[src/rtl/twostage_wdog_pkg.sv]
package twostage_wdog_pkg;
    localparam int ADDR_W = 5;
    localparam logic [ADDR_W-1:0] ADDR_PRE1 = 5'h00;
    localparam logic [ADDR_W-1:0] ADDR_PRE2 = 5'h04;
    localparam logic [ADDR_W-1:0] ADDR_KEY  = 5'h0C;
    localparam logic [ADDR_W-1:0] ADDR_CMD  = 5'h0D;
    localparam logic [ADDR_W-1:0] ADDR_CTRL = 5'h10;
    localparam logic [ADDR_W-1:0] ADDR_LOCK = 5'h18;
    localparam logic [7:0] KEY_FIRST  = 8'h80;
    localparam logic [7:0] KEY_SECOND = 8'h86;

    typedef enum logic [1:0] {ST_IDLE, ST_FIRST, ST_SECOND, ST_HALT} stage_e;
    typedef enum logic [1:0] {UL_CLOSED, UL_HALF, UL_OPEN} key_e;

    // control fields in bit order 5..2
    typedef struct packed {
        logic toggle_off;
        logic reset_on;
        logic warm;
        logic fine;
    } ctrl_t;
endpackage

[src/rtl/twostage_wdog_key.sv]
module twostage_wdog_key
    import twostage_wdog_pkg::*;
(
    input  logic              clk,
    input  logic              rst_n,
    input  logic              wr_en,
    input  logic [ADDR_W-1:0] wr_addr,
    input  logic [7:0]        wr_byte,
    output logic              grant
);
    key_e state, nxt;
    logic is_first, is_second;

    assign is_first  = (wr_addr == ADDR_KEY) && (wr_byte == KEY_FIRST);
    assign is_second = (wr_addr == ADDR_KEY) && (wr_byte == KEY_SECOND);

    always_ff @(posedge clk) begin
        if (!rst_n) state <= UL_CLOSED;
        else        state <= nxt;
    end

    always_comb begin
        nxt = state;
        if (wr_en) begin
            unique case (state)
                UL_CLOSED: nxt = is_first ? UL_HALF : UL_CLOSED;
                UL_HALF:   nxt = is_second ? UL_OPEN : (is_first ? UL_HALF : UL_CLOSED);
                UL_OPEN:   nxt = is_first ? UL_HALF : UL_CLOSED;
                default:   nxt = UL_CLOSED;
            endcase
        end
    end

    assign grant = (state == UL_OPEN);

    AST_GRANT_AFTER_KEY: assert property (@(posedge clk) disable iff (!rst_n)
        grant |-> $past(wr_en && wr_addr == ADDR_KEY && wr_byte == KEY_SECOND));
    AST_GRANT_CONSUMED: assert property (@(posedge clk) disable iff (!rst_n)
        (grant && wr_en) |=> !grant);
endmodule

[src/rtl/twostage_wdog_cfg.sv]
module twostage_wdog_cfg
    import twostage_wdog_pkg::*;
#(
    parameter int PRE_W = 20
)(
    input  logic              clk,
    input  logic              rst_n,
    input  logic              wr_en,
    input  logic [ADDR_W-1:0] wr_addr,
    input  logic [PRE_W-1:0]  wr_data,
    input  logic              grant,
    output logic [PRE_W-1:0]  pre1,
    output logic [PRE_W-1:0]  pre2,
    output ctrl_t             ctrl,
    output logic              en,
    output logic              reload_cmd,
    output logic              clear_cmd
);
    logic lock;
    logic prot_ok;

    assign prot_ok    = wr_en && grant;
    assign reload_cmd = prot_ok && (wr_addr == ADDR_CMD) && wr_data[0];
    assign clear_cmd  = prot_ok && (wr_addr == ADDR_CMD) && wr_data[1];

    always_ff @(posedge clk) begin
        if (!rst_n) begin
            pre1 <= '0;
            pre2 <= '0;
            ctrl <= '0;
            en   <= 1'b0;
            lock <= 1'b0;
        end else begin
            if (prot_ok && wr_addr == ADDR_PRE1) pre1 <= wr_data;
            if (prot_ok && wr_addr == ADDR_PRE2) pre2 <= wr_data;
            if (wr_en && wr_addr == ADDR_CTRL && !lock) ctrl <= ctrl_t'(wr_data[5:2]);
            if (wr_en && wr_addr == ADDR_LOCK && !lock) begin
                en   <= wr_data[1];
                lock <= wr_data[0];
            end
        end
    end

    AST_LOCK_STICKY: assert property (@(posedge clk) disable iff (!rst_n)
        lock |=> lock);
    AST_LOCKED_STAYS_ON: assert property (@(posedge clk) disable iff (!rst_n)
        (lock && en) |=> en);
    AST_LOCKED_CTRL_FROZEN: assert property (@(posedge clk) disable iff (!rst_n)
        lock |=> $stable(ctrl));
endmodule

[src/rtl/twostage_wdog_timer.sv]
module twostage_wdog_timer
    import twostage_wdog_pkg::*;
#(
    parameter int PRE_W  = 20,
    parameter int FRAC_W = 15
)(
    input  logic             clk,
    input  logic             rst_n,
    input  logic             en,
    input  logic [PRE_W-1:0] pre1,
    input  logic [PRE_W-1:0] pre2,
    input  logic             fine,
    input  logic             toggle_off,
    input  logic             reset_on,
    input  logic             reload_cmd,
    input  logic             clear_cmd,
    output logic             tout_flag,
    output logic             toggle_out,
    output logic             rst_req
);
    localparam int CNT_W = PRE_W + FRAC_W;

    stage_e          state, nstate;
    logic [CNT_W-1:0] cnt, ncnt;
    logic            exp1, exp2;

    function automatic logic [CNT_W-1:0] load_of(input logic [PRE_W-1:0] p, input logic f);
        if (f) return CNT_W'(p);
        else   return {p, {FRAC_W{1'b1}}};
    endfunction

    always_ff @(posedge clk) begin
        if (!rst_n) begin
            state <= ST_IDLE;
            cnt   <= '0;
        end else begin
            state <= nstate;
            cnt   <= ncnt;
        end
    end

    always_comb begin
        nstate = state;
        ncnt   = cnt;
        exp1   = 1'b0;
        exp2   = 1'b0;
        unique case (state)
            ST_IDLE: if (en) begin
                nstate = ST_FIRST;
                ncnt   = load_of(pre1, fine);
            end
            ST_FIRST: if (cnt == '0) begin
                nstate = ST_SECOND;
                ncnt   = load_of(pre2, fine);
                exp1   = 1'b1;
            end else ncnt = cnt - 1'b1;
            ST_SECOND: if (cnt == '0) begin
                nstate = ST_HALT;
                exp2   = 1'b1;
            end else ncnt = cnt - 1'b1;
            ST_HALT: ;
            default: nstate = ST_IDLE;
        endcase
        if (state != ST_IDLE && reload_cmd) begin
            nstate = ST_FIRST;
            ncnt   = load_of(pre1, fine);
            exp1   = 1'b0;
            exp2   = 1'b0;
        end
        if (!en) begin
            nstate = ST_IDLE;
            exp1   = 1'b0;
            exp2   = 1'b0;
        end
    end

    always_ff @(posedge clk) begin
        if (!rst_n) begin
            tout_flag  <= 1'b0;
            toggle_out <= 1'b0;
            rst_req    <= 1'b0;
        end else begin
            if (exp1)           tout_flag <= 1'b1;
            else if (clear_cmd) tout_flag <= 1'b0;
            if (exp1 && !toggle_off) toggle_out <= ~toggle_out;
            rst_req <= exp2 && reset_on;
        end
    end

    AST_RST_SINGLE: assert property (@(posedge clk) disable iff (!rst_n)
        rst_req |=> !rst_req);
    AST_FLAG_ON_SECOND: assert property (@(posedge clk) disable iff (!rst_n)
        (state == ST_SECOND && $past(state) == ST_FIRST) |-> tout_flag);
    AST_IDLE_QUIET: assert property (@(posedge clk) disable iff (!rst_n)
        (state == ST_IDLE && $past(state) == ST_IDLE) |-> !rst_req);
    AST_IDLE_HOLDS_PIN: assert property (@(posedge clk) disable iff (!rst_n)
        (state == ST_IDLE && $past(state) == ST_IDLE) |-> $stable(toggle_out));
endmodule

[src/rtl/twostage_wdog.sv]
module twostage_wdog
    import twostage_wdog_pkg::*;
#(
    parameter int PRE_W  = 20,
    parameter int FRAC_W = 15
)(
    input  logic             clk,
    input  logic             rst_n,
    input  logic             wr_en,
    input  logic [4:0]       wr_addr,
    input  logic [PRE_W-1:0] wr_data,
    output logic             tout_flag,
    output logic             toggle_out,
    output logic             rst_req,
    output logic             rst_warm
);
    logic             grant, en, reload_cmd, clear_cmd;
    logic [PRE_W-1:0] pre1, pre2;
    ctrl_t            ctrl;

    twostage_wdog_key u_key (
        .clk(clk), .rst_n(rst_n), .wr_en(wr_en), .wr_addr(wr_addr),
        .wr_byte(wr_data[7:0]), .grant(grant)
    );

    twostage_wdog_cfg #(.PRE_W(PRE_W)) u_cfg (
        .clk(clk), .rst_n(rst_n), .wr_en(wr_en), .wr_addr(wr_addr),
        .wr_data(wr_data), .grant(grant), .pre1(pre1), .pre2(pre2),
        .ctrl(ctrl), .en(en), .reload_cmd(reload_cmd), .clear_cmd(clear_cmd)
    );

    twostage_wdog_timer #(.PRE_W(PRE_W), .FRAC_W(FRAC_W)) u_timer (
        .clk(clk), .rst_n(rst_n), .en(en), .pre1(pre1), .pre2(pre2),
        .fine(ctrl.fine), .toggle_off(ctrl.toggle_off), .reset_on(ctrl.reset_on),
        .reload_cmd(reload_cmd), .clear_cmd(clear_cmd),
        .tout_flag(tout_flag), .toggle_out(toggle_out), .rst_req(rst_req)
    );

    assign rst_warm = ctrl.warm;

    AST_RESET_NEEDS_ENABLE: assert property (@(posedge clk) disable iff (!rst_n)
        rst_req |-> ctrl.reset_on || $past(ctrl.reset_on));
endmodule

[config.mk]
export PLATFORM = sky130hd
export DESIGN_NAME = twostage_wdog
export DESIGN_NICKNAME = d
export VERILOG_FILES = /design/src/rtl/twostage_wdog_pkg.sv /design/src/rtl/twostage_wdog_key.sv /design/src/rtl/twostage_wdog_cfg.sv /design/src/rtl/twostage_wdog_timer.sv /design/src/rtl/twostage_wdog.sv
export SDC_FILE = /design/constraint.sdc
export NUM_CORES = 1
export LEC_CHECK = 0
export ABC_CLOCK_PERIOD_IN_PS = 5800
export BUFFER_PORTS_ARGS = -buffer_cell sky130_fd_sc_hd__buf_2
export CELL_PAD_IN_SITES_DETAIL_PLACEMENT = 1
export CELL_PAD_IN_SITES_GLOBAL_PLACEMENT = 1
export CORE_MARGIN = 2
export CORE_UTILIZATION = 30
export CTS_CLUSTER_DIAMETER = 60
export DETAILED_ROUTE_END_ITERATION = 10
export PLACE_DENSITY_LB_ADDON = 0.1
export SLEW_MARGIN = 0
export SYNTH_ARGS = -nofsm -noshare
export SYNTH_HDL_FRONTEND = slang
export SYNTH_SLANG_ARGS = --single-unit
[constraint.sdc]
create_clock -name clk -period 5.8 [get_ports clk]
set_input_delay 0.87 -clock clk [delete_from_list [all_inputs] [get_ports clk]]
set_output_delay 0.87 -clock clk [all_outputs]
set_load 0.02 [all_outputs]
* After elaboration in Yosys (flattened, before gate mapping)
Cells that the tools add are included.
** Cells by class
- Add/sub/neg operators :: 1
- $mul :: 0
- Divide/modulo/power cells :: 0
- $lt $le $gt $ge :: 0
- Equality and inequality tests :: 17
- Shift operators :: 0
- Multiplexer cells :: 23
- Bitwise operators :: 3
- Reductions and logical operators :: 31
** Operator list (count)
- 35-bit 2-to-1 mux :: 6
- 35-bit case mux with 3 select lines :: 1
- 35-bit logical NOT :: 1
- 35-bit by 1-bit subtractor with 35-bit output (second input constant) :: 1
- 8-bit == test (second input constant) :: 2
- 1-bit logical AND :: 15
- 1-bit 2-to-1 mux :: 11
- 5-bit by 4-bit == test with 1-bit output (second input constant) :: 2
- 5-bit == test (second input constant) :: 2
- 3-bit AND reduction :: 3
- 2-bit 2-to-1 mux :: 3
- 3-bit by 1-bit inequality test with 1-bit output (second input constant) :: 2
- 2-bit case mux with 3 select lines :: 1
- 5-bit by 3-bit == test with 1-bit output (second input constant) :: 1
- 5-bit logical NOT :: 1
- 2-bit by 1-bit == test with 1-bit output (second input constant) :: 2
- 2-bit == test (second input constant) :: 2
- 2-bit logical NOT :: 2
- 2-bit by 1-bit inequality test with 1-bit output (second input constant) :: 2
- 2-bit case mux with 2 select lines :: 1
- 2-bit nonzero test :: 2
- 4-bit nonzero test :: 1
- 3-bit by 2-bit inequality test with 1-bit output (second input constant) :: 1
- 3-bit inequality test (second input constant) :: 1
- other kinds (6) :: 9
** Word-level totals
- Bits in registers :: 88
- Latch bits :: 0
- RAM bits :: 0
- Memory bits (read-only) :: 0
- Bits of input ports :: 28
- Output and inout bits :: 4
- Logic and storage cells :: 90
- Memories :: 0

* Longest topological paths before layout
- Depth after elaboration :: 8
- Gate-level depth with buffers :: 10
- Mapped depth without buffers :: 8

* Modules after synthesis
From an unflattened synthesis, not the netlist that was laid out.
** Second synthesis, totals
- Cell total of the unflattened synthesis :: 650
- Area, all modules :: 5275.1 sq um
** Modules (own cells, without submodules)
- twostage_wdog_timer :: instances 1, cells an instance 454, area each 3385.7 sq um, seq. area each 800.8 sq um
- twostage_wdog_cfg :: instances 1, cells an instance 182, area each 1761.7 sq um, seq. area each 920.9 sq um
- twostage_wdog_key :: instances 1, cells an instance 14, area each 127.6 sq um, seq. area each 40.0 sq um

* Least setup slack after synthesis
OpenSTA, ideal clock, no wires.
- Path kind :: flip-flop to flip-flop
- Start point :: reg u_timer.cnt[11]
- End point :: reg u_timer.cnt[29]
- Library setup time :: 0.134 ns
- Arrival time :: 2.510 ns
- Required time :: 5.666 ns
- Path slack :: 3.156 ns
- Stages on the path, launching flop included :: 10
- Path buffers :: 3
- Period minus slack after synthesis :: 2.644 ns
- Path through :: dfxtp_1 > buf_2 > or4_1 > or4_1 > buf_2 > o41ai_4 > buf_4 > nor3_1 > o211ai_1 > a31oi_1
** On the way
- Longest elaborated chain between the ends :: 4
- Elaborated cells on any way between the ends :: 8
- Those cells by class :: add/sub (1); eq/ne (1); mux (4); reduce/logical (2)
** Ends and longest elaborated chain
- start: declaration :: RTL line twostage_wdog_timer.sv:24 : logic [CNT_W-1:0] cnt, ncnt;
- start signal: assignment :: RTL line twostage_wdog_timer.sv:38 : cnt <= ncnt;
- 35-bit by 1-bit subtractor with 35-bit output or 35-bit logical NOT (tied branches)
- 35-bit 2-to-1 mux, on equally long branches :: RTL line twostage_wdog_timer.sv:57, twostage_wdog_timer.sv:52
- 35-bit case mux with 3 select lines :: RTL line twostage_wdog_timer.sv:47 : unique case (state)
- 35-bit 2-to-1 mux :: RTL line twostage_wdog_timer.sv:64 : if (state != ST_IDLE && reload_cmd) begin
Several ways; a longest one is shown, not always the timed one. The select of a mux whose other input is x is not followed.
A chain may end at the register's enable or synchronous reset.

* Final worst setup path
- Start point :: reg u_timer.cnt[4]
- End point :: reg u_timer.cnt[24]
Same word-level chain as after synthesis.

==> results by group <==
Timing
  • Worst clock skew: 6.12 ps
  • Post-route setup TNS: 0 ps
  • # setup viols final: 0
  • RSZ-0062 raised after global routing: false
  • Final-report max-slew violation count: 0
  • Final Critical Period: 3540 ps
  • Max-slew headroom: 32.1%
  • Final-report hold violation count: 0
  • Slew at the pin with the worst max-slew slack: 1020 ps
  • Highest Clock Rate: approximately 280 MHz
  • Fraction of the cycle the final worst path needs: around three fifths

Clock network
  • Number of levels the H-tree was split into: 3
  • Post-CTS repair timing setup buffer count: 0
  • CTS sink cnt: 88
  • CTS Hold Buffers Added: 0
  • Buffer depth of the longest clock path: 2
  • Number of CTS-inserted buffers: 9
  • Clock-pin slew on the worst setup and hold paths: 70 ps
  • Latest clock arrival within the worst-skew pair: around 350 ps
  • Post-CTS sizing: 0
  • CTS tree: built
  • Root buffer cell: sky130_fd_sc_hd__clkbuf_16

Worst setup path
  • Cells on worst reg2reg path: 6
  • Startpoint Class: register
  • Kind of critical path: register to register
  • Worst r2r src: u_timer.cnt[4]
  • Setup slack, reg-to-reg: 2260 ps
  • Endpoint kind of the worst setup timing path: register
  • FF-to-FF End: u_timer.cnt[24]
  • Maximum fanout along the worst path: 13
  • Critical path data arrival time: 3810 ps
  • Required time of the worst setup path: roughly 6000 ps

Yosys
  • Number of synthesized flops with an enable pin: 0
  • Library cells used by synthesis: 64
  • Most frequent cells after synthesis: sky130_fd_sc_hd__dfxtp_1, sky130_fd_sc_hd__nand2_1, sky130_fd_sc_hd__nor2_1
  • Cell area after technology mapping: 5160 um2
  • Synth Area per Inst: 7.95 um2
  • Part of the Yosys area used for sequential elements: approximately 34%
  • Prevailing post-synth register cell: sky130_fd_sc_hd__dfxtp_1
  • Library cell with the highest instance count after synthesis: sky130_fd_sc_hd__dfxtp_1
  • Register bit total from synthesis: between 80 and 90
  • Async S/R FF share, synth: 0%
  • Gate count after technology mapping: ~650
  • Synth Warn #: 0
  • Area share of the largest cell type after synthesis: about a third
  • Synthesized netlist net count: 684
  • Dominant cells by area after synthesis: sky130_fd_sc_hd__dfxtp_1, sky130_fd_sc_hd__mux2i_1, sky130_fd_sc_hd__nand2_1
  • Cell type with the largest total area after synthesis: sky130_fd_sc_hd__dfxtp_1

Global route
  • Global-route congestion overflow total: 0
  • Global-route wire length before repair: 31200 um
  • Pin count of the biggest net entering global routing: 47
  • Tot GR Track Use: 22.5%
  • Number of antenna violations at the first check in global routing: 0
  • Vias in the first global route: 5133

Power and ir drop
  • Total power after layout: 1.30 mW
  • Total power per unit cell area: 228 nW/um2
  • Cell leakage power: 2.25 nW
  • Max VDD drop: 113 uV

Cells and area
  • Layout area overhead: 11.1%
  • Nets: 685
  • Ant diodes: 0
  • Fraction of layout instances using a drive strength above 1: about a tenth
  • Core Util, Final: 34.3%

Floorplan
  • Initial core utilization: 30.9%
  • Number of top-level design ports: 32
  • Total number of placement rows: 47
  • Height of the die: 135 um
  • Total Die Area: 18300 um2
  • Die span in x: 135 um
  • Placeable core region: 16700 um2

Outcome
  • Outcome: finished, final reports clean

Worst hold path
  • Worst Hold Path Cells: 2
  • Hold Startpoint: u_timer.tout_flag
  • Hold worst-path end: u_timer.tout_flag
  • Worst min path class: register to register

Routing
  • DR vias: 5098
  • Post-route ant nets: 0
  • Number of detailed-routing iterations run before antenna repair: 5
  • Detailed-route DRC error count: 0
  • Iteration-0 DRC count of the detailed router: 276
  • Detailed-route wire length: 19800 um
  • Via count normalized by instance count: 5.83
  • Average wire length per cell after detail routing: approximately 23 um

Place
  • Final HPWL from detailed placement: 13900 um
  • Port Buffers: 31
  • Gp weighted congestion: 0.835

Job
  • Max-cap violation count: 0
## sequential cells by signal, summed over array words and instances, names as in the netlist
signal              count
u_cfg.pre2             20
u_cfg.pre1             20
u_key.state             2
u_timer.toggle_out      1
u_timer.state           2
u_cfg.lock              1
u_cfg.ctrl              4
u_timer.cnt            35
u_timer.tout_flag       1
u_cfg.en                1
u_timer.rst_req         1
## worst max-delay path, stage by stage (launching register included)
cell,delay [ps]
sky130_fd_sc_hd__dfxtp_1,380
sky130_fd_sc_hd__or4_1,570
sky130_fd_sc_hd__nor4_1,610
sky130_fd_sc_hd__nand4_1,870
sky130_fd_sc_hd__nor2_1,600
sky130_fd_sc_hd__a211oi_1,140
sky130_fd_sc_hd__a211oi_1,270
## stage by stage
step | area (um2) | hold slack, ps | instances | setup WS [ps]
global placement | 5450 | 444 | 859 | 2040
global route | 5730 | 496 | 875 | 2040
detailed placement | 5450 | 452 | 859 | 1960
floorplan | 5160 | 414 | 649 | 3160
finish | 5730 | 458 | 875 | 2260
CTS | 5730 | 462 | 875 | 2280
## worst max-delay path by stage
stage | startpoint | to | slack, ps | cells after the start
finish | u_timer.cnt[4] | u_timer.cnt[24] | 2260 | 6
CTS | u_timer.cnt[4] | u_timer.cnt[22] | 2280 | 7
floorplan | u_timer.cnt[11] | u_timer.cnt[29] | 3160 | 9
global placement | wr_addr[1] | u_timer.cnt[13] | 2040 | 8
global route | u_timer.cnt[16] | u_timer.cnt[22] | 2040 | 7
detailed placement | wr_addr[1] | u_timer.cnt[13] | 1960 | 8
## layer usage
metal  wire [um]  share of wire (%)  track usage [%]
met4         378                1.9             6.77
met1        9550                 48             31.5
met5           0                  0                0
met3         700                3.5             3.08
met2        9150                 46             36.0
## power by group
group	internal, mW	switching (mW)
Clock	0.315	0.265
Combinational	0.0372	0.0783
Sequential	0.606	0.00293
Total	0.958	0.346
## cell families (layout without fill, tap and decap cells)
logic type | count (synthesis) | count (layout) | share of synthesized area [%]
fa+ha+maj | 7 | 7 | 1.70
compound gates | 176 | 176 | 23.3
buf+inv | 59 | 65 | 5.05
flops | 88 | 88 | 34.2
simple gates | 268 | 268 | 26.2
xor+xnor | 13 | 13 | 2.21
mux | 38 | 38 | 7.37
## cell type report
| class | count | area [um2] |
|---|---|---|
| Clock buffer | 12 | 256 |
| Clock inverter | 4 | 28.8 |
| Fill cell | 2023 | 11000 |
| Inverter | 9 | 33.8 |
| Multi-Input combinational cell | 502 | 3150 |
| Sequential cell | 88 | 1760 |
| Tap cell | 220 | 275 |
| Timing Repair Buffer | 40 | 223 |
## cell usage in the layout, fill, tap and decap left out, types with 10 or more instances in the layout
master,synthesis,routed
sky130_fd_sc_hd__a211oi_1,13,13
sky130_fd_sc_hd__a21oi_1,45,45
sky130_fd_sc_hd__buf_2,7,31
sky130_fd_sc_hd__dfxtp_1,88,88
sky130_fd_sc_hd__mux2i_1,38,38
sky130_fd_sc_hd__nand2_1,78,78
sky130_fd_sc_hd__nand3_1,20,20
sky130_fd_sc_hd__nor2_1,62,61
sky130_fd_sc_hd__nor3_1,23,23
sky130_fd_sc_hd__nor4_1,15,15
sky130_fd_sc_hd__o211ai_1,12,12
sky130_fd_sc_hd__o21ai_0,27,27
sky130_fd_sc_hd__o221ai_1,11,11
sky130_fd_sc_hd__o31ai_1,12,11
sky130_fd_sc_hd__or3_1,10,10
sky130_fd_sc_hd__or4_1,10,10
Note: power is estimated with default switching activity, not from simulation.
